--- src/rtl/pwr_rail_seq.sv ---
module pwr_rail_seq #(
  parameter int N = 12,
  parameter int IW = $clog2(N),
  parameter logic [N*IW-1:0] ORDER = 48'h86A5942B1703,
  parameter int SETTLE = 8,
  parameter int FILT = 4,
  parameter int WARN_CYC = 16,
  parameter int TW = 16
) (
  input  logic          clk,
  input  logic          rst_n,
  input  logic          pwr_on_cmd,
  input  logic          pwr_off_cmd,
  input  logic [TW-1:0] tmo_lim,
  input  logic [N-1:0]  uv_flag,
  input  logic [N-1:0]  ov_flag,
  input  logic          flt_clr,
  output logic          main_en,
  output logic [N-1:0]  conv_en,
  output logic          pwr_good,
  output logic          cpu_pfail,
  output logic          mgmt_irq,
  output logic [N-1:0]  sticky_uv,
  output logic [N-1:0]  sticky_ov,
  output logic          sticky_tmo
);
  localparam int FW = $clog2(FILT + 1);
  localparam logic [TW-1:0] SET_L  = TW'(SETTLE - 1);
  localparam logic [TW-1:0] WARN_L = TW'(WARN_CYC - 1);
  localparam logic [FW-1:0] FL     = FW'(FILT - 1);
  localparam logic [IW-1:0] LAST   = IW'(N - 1);
  localparam logic [IW:0]   NN     = (IW + 1)'(N);

  typedef enum logic [2:0] {S_OFF, S_SETTLE, S_WAIT, S_RUN, S_WARN, S_DOWN} st_t;
  st_t st;
  logic [TW-1:0] cnt;
  logic [IW-1:0] idx;
  logic [IW:0]   didx;
  logic [N-1:0]  uv_hit, ov_hit;

  wire [IW:0]   dm1  = didx - 1'b1;
  wire [IW-1:0] cur  = ORDER[idx*IW +: IW];
  wire [IW-1:0] dcur = ORDER[dm1[IW-1:0]*IW +: IW];
  wire run     = (st == S_RUN);
  wire tmo_hit = (st == S_WAIT) && uv_flag[cur] && (cnt == tmo_lim);
  wire sev     = |ov_hit || tmo_hit;
  wire anyf    = |uv_hit || sev;
  wire in_shut = (st == S_WARN) || (st == S_DOWN);

  assign pwr_good = run;
  assign mgmt_irq = |sticky_uv || |sticky_ov || sticky_tmo;

  for (genvar i = 0; i < N; i++) begin : g_flt
    logic [FW-1:0] uc, oc;
    always_ff @(posedge clk) begin
      if (!rst_n) begin
        uc <= '0;
        oc <= '0;
      end else begin
        uc <= (run && uv_flag[i]) ? ((uc == FL) ? uc : uc + 1'b1) : '0;
        oc <= (run && ov_flag[i]) ? ((oc == FL) ? oc : oc + 1'b1) : '0;
      end
    end
    assign uv_hit[i] = run && uv_flag[i] && (uc == FL);
    assign ov_hit[i] = run && ov_flag[i] && (oc == FL);
  end

  always_ff @(posedge clk) begin
    if (!rst_n) begin
      sticky_uv  <= '0;
      sticky_ov  <= '0;
      sticky_tmo <= 1'b0;
      cpu_pfail  <= 1'b0;
    end else begin
      sticky_uv  <= (flt_clr ? '0 : sticky_uv) | uv_hit;
      sticky_ov  <= (flt_clr ? '0 : sticky_ov) | ov_hit;
      sticky_tmo <= (flt_clr ? 1'b0 : sticky_tmo) | tmo_hit;
      cpu_pfail  <= anyf || (cpu_pfail && !(flt_clr && !in_shut));
    end
  end

  always_ff @(posedge clk) begin
    if (!rst_n) begin
      st      <= S_OFF;
      cnt     <= '0;
      idx     <= '0;
      didx    <= '0;
      main_en <= 1'b0;
      conv_en <= '0;
    end else begin
      case (st)
        S_OFF: if (pwr_on_cmd) begin
          main_en <= 1'b1;
          idx     <= '0;
          cnt     <= '0;
          st      <= S_SETTLE;
        end
        S_SETTLE: begin
          if (pwr_off_cmd) begin
            cnt <= '0; didx <= NN; st <= S_DOWN;
          end else if (cnt == SET_L) begin
            conv_en[cur] <= 1'b1;
            cnt <= '0;
            st  <= S_WAIT;
          end else cnt <= cnt + 1'b1;
        end
        S_WAIT: begin
          if (pwr_off_cmd) begin
            cnt <= '0; didx <= NN; st <= S_DOWN;
          end else if (!uv_flag[cur]) begin
            cnt <= '0;
            if (idx == LAST) st <= S_RUN;
            else begin
              idx <= idx + 1'b1;
              st  <= S_SETTLE;
            end
          end else if (cnt == tmo_lim) begin
            cnt <= '0;
            st  <= S_WARN;
          end else cnt <= cnt + 1'b1;
        end
        S_RUN: begin
          if (sev) begin
            cnt <= '0; st <= S_WARN;
          end else if (pwr_off_cmd) begin
            cnt <= '0; didx <= NN; st <= S_DOWN;
          end
        end
        S_WARN: begin
          if (cnt == WARN_L) begin
            cnt <= '0; didx <= NN; st <= S_DOWN;
          end else cnt <= cnt + 1'b1;
        end
        S_DOWN: begin
          if (cnt == SET_L) begin
            cnt <= '0;
            if (didx == '0) begin
              main_en <= 1'b0;
              st      <= S_OFF;
            end else begin
              conv_en[dcur] <= 1'b0;
              didx <= dm1;
            end
          end else cnt <= cnt + 1'b1;
        end
        default: st <= S_OFF;
      endcase
    end
  end
endmodule

--- config.mk ---
export PLATFORM = sky130hd
export DESIGN_NAME = pwr_rail_seq
export DESIGN_NICKNAME = d
export VERILOG_FILES = /design/src/rtl/pwr_rail_seq.sv
export SDC_FILE = /design/constraint.sdc
export NUM_CORES = 1
export LEC_CHECK = 0
export ABC_AREA = 1
export ABC_CLOCK_PERIOD_IN_PS = 6000
export BUFFER_PORTS_ARGS = -buffer_cell sky130_fd_sc_hd__buf_4
export CAP_MARGIN = 20
export CORE_ASPECT_RATIO = 2
export CORE_UTILIZATION = 45
export CTS_CLUSTER_SIZE = 16
export DETAILED_ROUTE_END_ITERATION = 8
export GPL_TIMING_DRIVEN = 0
export REMOVE_ABC_BUFFERS = 1
export SETUP_SLACK_MARGIN = 0.05
export SYNTH_ARGS = -nofsm -noshare
export SYNTH_HDL_FRONTEND = slang
export SYNTH_SLANG_ARGS = --single-unit
export TNS_END_PERCENT = 20
--- constraint.sdc ---
create_clock -name clk -period 6 [get_ports clk]
set_clock_uncertainty 0.15 [all_clocks]
set_input_delay 0.6 -clock clk [delete_from_list [all_inputs] [get_ports clk]]
set_output_delay 0.6 -clock clk [all_outputs]
set_load 0.1 [all_outputs]
==> results of run 1 <==
==> synthesized netlist by cell type (2+ instances only) <==
cell type    n
a21oi_1     94
buf_1        3
buf_2        6
buf_4        3
buf_6        2
clkbuf_1    15
clkinv_1     3
dfxtp_1    139
ha_1        58
inv_1      119
inv_2       10
mux2i_1     14
nand2_1    198
nand2_2      5
nand3_1     90
nand3_2      2
nand3_4      2
nand4_1     16
nor2_1     193
nor2_2       2
nor3_1       9
nor4_1       6
nor4_2       2
o21ai_0     18
o21bai_1     6
o31ai_1      2
or2_2        4
xnor2_1     12
xor2_1      35
==> power groups by stage <==
stage,Sequential [mW],Combinational [mW],Clock [mW]
final,1.11,1.01,1.00
after global routing,1.13,1.18,1.07
after CTS,1.11,1.02,1.03
after detailed placement,1.13,1.02,0
after global placement,1.13,1.01,0
after floorplan,1.14,0.760,0
==> per-layer routing <==
layer,vias to the layer above,track usage,share of wire
met5,-,0,0
met4,0,0.09822,0.031
met3,36,0.03862,0.030
met2,126,0.4314,0.57
met1,3094,0.2038,0.37
li1,3628,-,-
==> worst max path at each step <==
stage	depth (start not counted)	endpoint	start	slack, ns
after floorplan	13	st[0]	st[2]	3.28
final	14	st[2]	st[2]	2.70
after CTS	14	st[2]	st[2]	2.62
after detailed placement	14	st[2]	st[2]	2.63
after global placement	14	st[2]	st[2]	2.66
after global routing	14	st[2]	st[2]	2.41
==> worst max-delay path, stage by stage (launching register included) <==
cell      delay (ns)
dfxtp_1         0.42
inv_2           0.14
nand3_4         0.12
inv_2           0.67
nand2_1         0.10
nor2_1          0.12
inv_1           0.08
nand4_1         0.14
nand3b_1        0.24
clkinv_1        0.16
nand3_2         0.49
nand2_2         0.15
nand2_1         0.09
nand2_1         0.04
nor2_1          0.11
==> state kept, by name (all words and copies together), names as in the netlist, 3 cells and up <==
name	flops
conv_en	12
didx	5
idx	4
sticky_uv	12
g_flt.oc	36
sticky_ov	12
cnt	16
g_flt.uc	36
st	3
==> layout make-up <==
type                            count  share of cell area
Multi-Input combinational cell    780              0.4719
Sequential cell                   139              0.3088
Timing Repair Buffer               86             0.07386
Inverter                          132             0.05498
Clock buffer                       21             0.05109
Tap cell                          207             0.02874
Clock inverter                      8             0.01069
==> cells by family after synthesis <==
| group | count (synthesis) | synth area share |
|---|---|---|
| muxes | 14 | 0.01823 |
| DFF | 139 | 0.3619 |
| xor gates and xnor gates | 47 | 0.05354 |
| buffers and inverters | 162 | 0.08495 |
| and+or+nand+nor | 535 | 0.3004 |
| AOI/OAI and AO/OA | 126 | 0.08657 |
| adders and majority gates | 58 | 0.09439 |
==> metrics by stage <==
step | util | power, mW
floorplan | - | 1.899
finish | 0.5375 | 3.130
detailed placement | 0.5027 | 2.151
global placement | 0.5027 | 2.142
global route | 0.5375 | 3.375
CTS | 0.5359 | 3.164
==> summary.txt, run 1 <==
Global route
  – Total grt overflow: 0
  – Number of global-route vias before repair: ~6600
  – Wire length of the first global-routing pass: 29830 um
  – Initial antenna violation count: 0
  – Total GRT Usage: 0.2174
  – Largest net degree at the start of global routing: 61

Floorplanning
  – Initial Util: 0.4586
  – Die width: 94.43 um
  – Cell row count: 67
  – Total die area: 17640 um2
  – Core area: 16770 um2
  – Die span in y: 186.9 um
  – Num ports: between 80 and 90

Cells and area
  – Layout net count: 1259
  – Layout cells sized above 1: 0.1244
  – Multi-input combinational cell area: 4253 um2
  – Most frequent cells in the layout: nand2_1, nor2_1, dfxtp_1
  – Fin cells: between 1000 and 1500
  – Commonest non-fill, non-tap cell in the layout: nand2_1
  – Final Instance Area: between 9000 and 10000 um2
  – Register Area: 2783 um2
  – FILL cells: roughly 1700
  – ANT cells: 0
  – Area Overhead vs Synth: 17.22%

STA
  – Setup TNS: 0 ns
  – Final setup fails: 0
  – Max Slew Vio Count: 0
  – Hold Slack: approximately 0.30 ns
  – Max frequency: about 0.30 GHz
  – Final hold viol count: 0
  – Fin crit share: 0.5507
  – Slew @ Worst Pin: slightly below 0.9 ns
  – RSZ-0062 raised after global routing: false
  – Worst Setup Slack, final: 2.696 ns
  – Slew Limit Headroom: 0.4071
  – Final worst path period need: 3.304 ns

Setup path
  – Critical path type: reg2reg
  – Endpoint class of the critical path: register
  – Flop-to-flop setup slack: 2.70 ns
  – Critical path arrival: 3.51 ns
  – Reg2reg path depth: 14
  – CP Data Required Time: 6.20 ns
  – Reg-to-reg endpoint: st[2]
  – Startpoint Class: register
  – Worst R2R Start: st[2]
  – Max Fanout on Critical Path: 48

Yosys
  – Syn Std Cell Area: 7689 um2
  – Warnings from Yosys: 0
  – Syn avg cell area: 7.113 um2
  – Register area share after synthesis: 0.3619
  – Post-synth EDFFs: 0
  – Synth Flop Type: dfxtp_1
  – Synth Register Bits: between 100 and 150
  – Largest cells by area after synthesis: dfxtp_1, nand2_1, ha_1
  – Cells after Synth: about 1100
  – Ys async rst share: 0
  – Share of the synthesized area in the top cell type: 0.3619
  – Cell taking the most area after synthesis: dfxtp_1
  – Synth cell types: 42

CTS
  – H-tree depth: 4
  – Root buffer cell: clkbuf_16
  – Clock transition at path regs: roughly 0.06 ns
  – Clock latency on the worst-skew pair: 0.42 ns
  – TritonCTS Buffers: 17
  – Cts hold-fix bufs: 0
  – CTS max path bufs: 2
  – Cts repair resizes: 0
  – TritonCTS sink count: 139
  – TritonCTS clock tree: built
  – Post-CTS Setup Bufs: 0

Run status
  – Status: completed

Power
  – Pwr dens: 347.3 nW/um2
  – P_leak: between 4 and 5 nW
  – Switching Power: approximately 1.2 mW
  – Combinational fraction of design power: 0.324
  – Sw Share: 0.3722
  – Pint: just under 2 mW
  – Clock power share: 0.321
  – Sequential fraction of design power: 0.355
  – Peak supply drop: around 0.18 mV

Route
  – DRT Pass-1 Iters: 6
  – Post-DRT Antenna Nets: 0
  – Final WL: between 15000 and 20000 um
  – DR iter-0 viols: 202
  – Wire length per cell: 13.01 um
  – Drt drc: 0
  – Via Count: 6884
  – DR vias/cell: 5.014

Worst hold path
  – Hold Path Stages: 2
  – Hold worst-path end: conv_en[6]
  – Min-delay worst type: reg2reg
  – Hold Startpoint: conv_en[6]

Placed design
  – Pre-CTS WS: 2.627 ns
  – Post-Place Cells: 1343
  – Final Wtd Congestion: around 0.86
  – DP Area: 8428 um2
  – DP HPWL: roughly 14000 um
  – PortBufs: 85

Flow run
  – Max cap viols: 0
No activity file was read; power rests on OpenSTA's default activity.
==> run 2, diff against run 1 <==
ABC_CLOCK_PERIOD_IN_PS = 3000   (was 6000)
PLACE_DENSITY = 0.66   (was default)
clock period = 3 ns   (was 6 ns; I/O delays follow)
==> run 2 against run 1 <==
  * Critical path depth grew 5
  * Non-clock buffer count is 1 lower
  * Sequential cell count unchanged
  * Via count rose by 1.2%
  * Sequential power is 100% higher
  * Power grew 110%
  * Fmax grew 22%
  * Register-to-register slack got worse by 2.4 ns
  * Design area grew 1.7%
  * Clock power increased by 140%
  * Critical endpoint is now cnt[5]
==> summary.txt, run 2 (synthesized netlist as in run 1, its figures left out) <==
Placed design
  – PortBufs: 85
  – Final Wtd Congestion: around 0.86
  – Post-Place Cells: ~1300
  – DP HPWL: 13350 um
  – Pre-CTS WS: -0.2434 ns

Route
  – Top Layer Used: met4
  – DR vias/cell: 5.061
  – Post-DRT Antenna Nets: 0
  – DR iter-0 viols: roughly 230
  – Met2 WL: 10260 um
  – DRT Pass-1 Iters: 7
  – Via Count: roughly 7000
  – Final WL: roughly 18000 um
  – Met3 routed wirelength: about 600 um
  – Wire length per cell: 13.31 um
  – Wl on met1: 6929 um
  – Drt drc: 0

Floorplanning
  – Cell row count: 67
  – Initial Util: 0.4586
  – Core area: 16770 um2
  – Die span in y: 186.9 um
  – Die width: 94.43 um
  – Num ports: 86
  – Total die area: approximately 18000 um2

STA
  – Final worst path period need: between 2 and 3 ns
  – Slew Limit Headroom: 0.2740
  – Fin crit share: 0.9002
  – Max Slew Vio Count: 0
  – Final hold viol count: 0
  – Final setup fails: 0
  – Worst Setup Slack, final: 0.2995 ns
  – RSZ-0062 raised after global routing: false
  – Max frequency: 0.3703 GHz
  – Slew @ Worst Pin: ~1.1 ns

Setup path
  – Critical path type: reg2reg
  – Critical path cell sequence: inv_1 -> ha_1 -> nand2_1 -> nand2_1 -> nand2_1 -> nand2_2 -> nand2_1 -> nand2_1 -> nand2_1 -> nand2_1 -> nand2_1 -> nand2_1 -> inv_2 -> nand4_4 -> nand3_4 -> nand2_4 -> nand2_1 -> nand2_1 -> nor2_1
  – Crit path buf inv count: 2
  – Max Fanout on Critical Path: 8
  – CP peak stage delay: approximately 0.39 ns
  – Worst R2R Start: idx[0]
  – Startpoint Class: register
  – CP delay by family, top: simple AND/OR/NAND/NOR gates
  – Critical path origin: idx[0]
  – Most used cell along the critical path: nand2_1
  – CP Data Required Time: about 3.2 ns
  – Slowest-stage cell, CP: dfxtp_1
  – Critical path arrival: ~3 ns
  – Endpoint class of the critical path: register

CTS
  – TritonCTS Buffers: 17
  – Root buffer cell: clkbuf_16
  – H-tree depth: 4
  – Clock latency on the worst-skew pair: ~0.43 ns
  – CTS max path bufs: 2
  – TritonCTS clock tree: built
  – Clock transition at path regs: 0.06 ns
  – TritonCTS sink count: 139

Cells and area
  – Fin cells: 1377
  – Commonest non-fill, non-tap cell in the layout: nand2_1
  – FILL cells: roughly 1600
  – Most frequent cells in the layout: nand2_1, nor2_1, dfxtp_1
  – Layout net count: between 1000 and 1500
  – Area Overhead vs Synth: 19.20%
  – ANT cells: 0
  – Largest registers: g_flt.oc: 36 flops, g_flt.uc: 36 flops, cnt: 16 flops
  – Layout cells sized above 1: 0.1299

Global route
  – Wire length of the first global-routing pass: 29530 um
  – Initial antenna violation count: 0
  – Total GRT Usage: 0.2132
  – Largest net degree at the start of global routing: 61
  – Number of global-route vias before repair: ~6600
  – Total grt overflow: 0

Power
  – Sw Share: 0.3602
  – Pwr dens: 731.0 nW/um2
  – Combinational fraction of design power: 0.309
  – Sequential fraction of design power: 0.331
  – P_leak: 4.272 nW
  – Peak supply drop: approximately 0.41 mV
  – Pint: between 4 and 5 mW
  – Clock power share: 0.360
  – Switching Power: between 2 and 2.5 mW
  – Pwr Total: 6.700 mW

Worst hold path
  – Hold Startpoint: ov_flag[3]
  – Min-delay worst type: in2reg

Flow run
  – Max cap viols: 0

Run status
  – Status: completed
run 2: changes by cell type in the layout (fill, tap and decap cells not counted), sizes merged:
| cell | change |
|---|---|
| clkinv | -1 |
| buf | -1 |
| nand3 | +2 |
| bufinv | +4 |
run 2: through the flow:
step           TNS, ns  hold slack, ns    util  cell area (um2)
2_1_floorplan        0          0.2476       -             7531
5_1_grt              0         0.04729  0.5466             9165
6_report             0         0.03779  0.5466             9165
4_1_cts              0         0.01866  0.5436             9114
3_5_place_dp    -3.490          0.2969  0.5027             8428
3_3_place_gp    -3.625          0.2937  0.5027             8428
run 2: layer usage:
| layer | global-route usage | vias up |
|---|---|---|
| li1 | - | 3637 |
| met1 | 0.1975 | 3167 |
| met2 | 0.4222 | 127 |
| met3 | 0.03862 | 38 |
| met4 | 0.1024 | 0 |
| met5 | 0 | - |
run 2: final cells by class:
type	instances	area [um2]	area share
clock inverters	11	215.2	0.02348
inverters	132	500.5	0.05461
repair buffers	85	638.1	0.06962
flip-flops and latches	139	2783	0.3036
clock buffers	21	460.4	0.05024
multi-input cells	782	4309	0.4702
well taps	207	259.0	0.02826
run 2: what timing repair did:
item / CTS / global route
cloned: 0 / 2
hold buffers: 0 / 0
pin swaps: 0 / 1
setup buffers: 0 / 0
resized for setup: 2 / 6
endpoints found under the setup margin: 19 / 31
run 2: final timing paths:
path                                      to  slack [ns]  depth (start not counted)
worst max-delay path                  cnt[5]        0.30                         19
worst min-delay path            sticky_ov[3]        0.04                          3
worst max register to register        cnt[5]        0.30                         19
worst min register to register    conv_en[2]        0.31                          2
run 2: power groups by stage:
stage	sequential, mW	combinational (mW)	clock, mW
4_1_cts	2.22	2.06	2.46
2_1_floorplan	2.28	1.52	0
6_report	2.22	2.07	2.41
3_5_place_dp	2.26	2.04	0
5_1_grt	2.25	2.36	2.54
3_3_place_gp	2.25	2.00	0
run 2: worst min-delay path, cell delays in order:
cell	delay (ns)
buf_4	0.11
nand3_1	0.09
a21oi_1	0.06
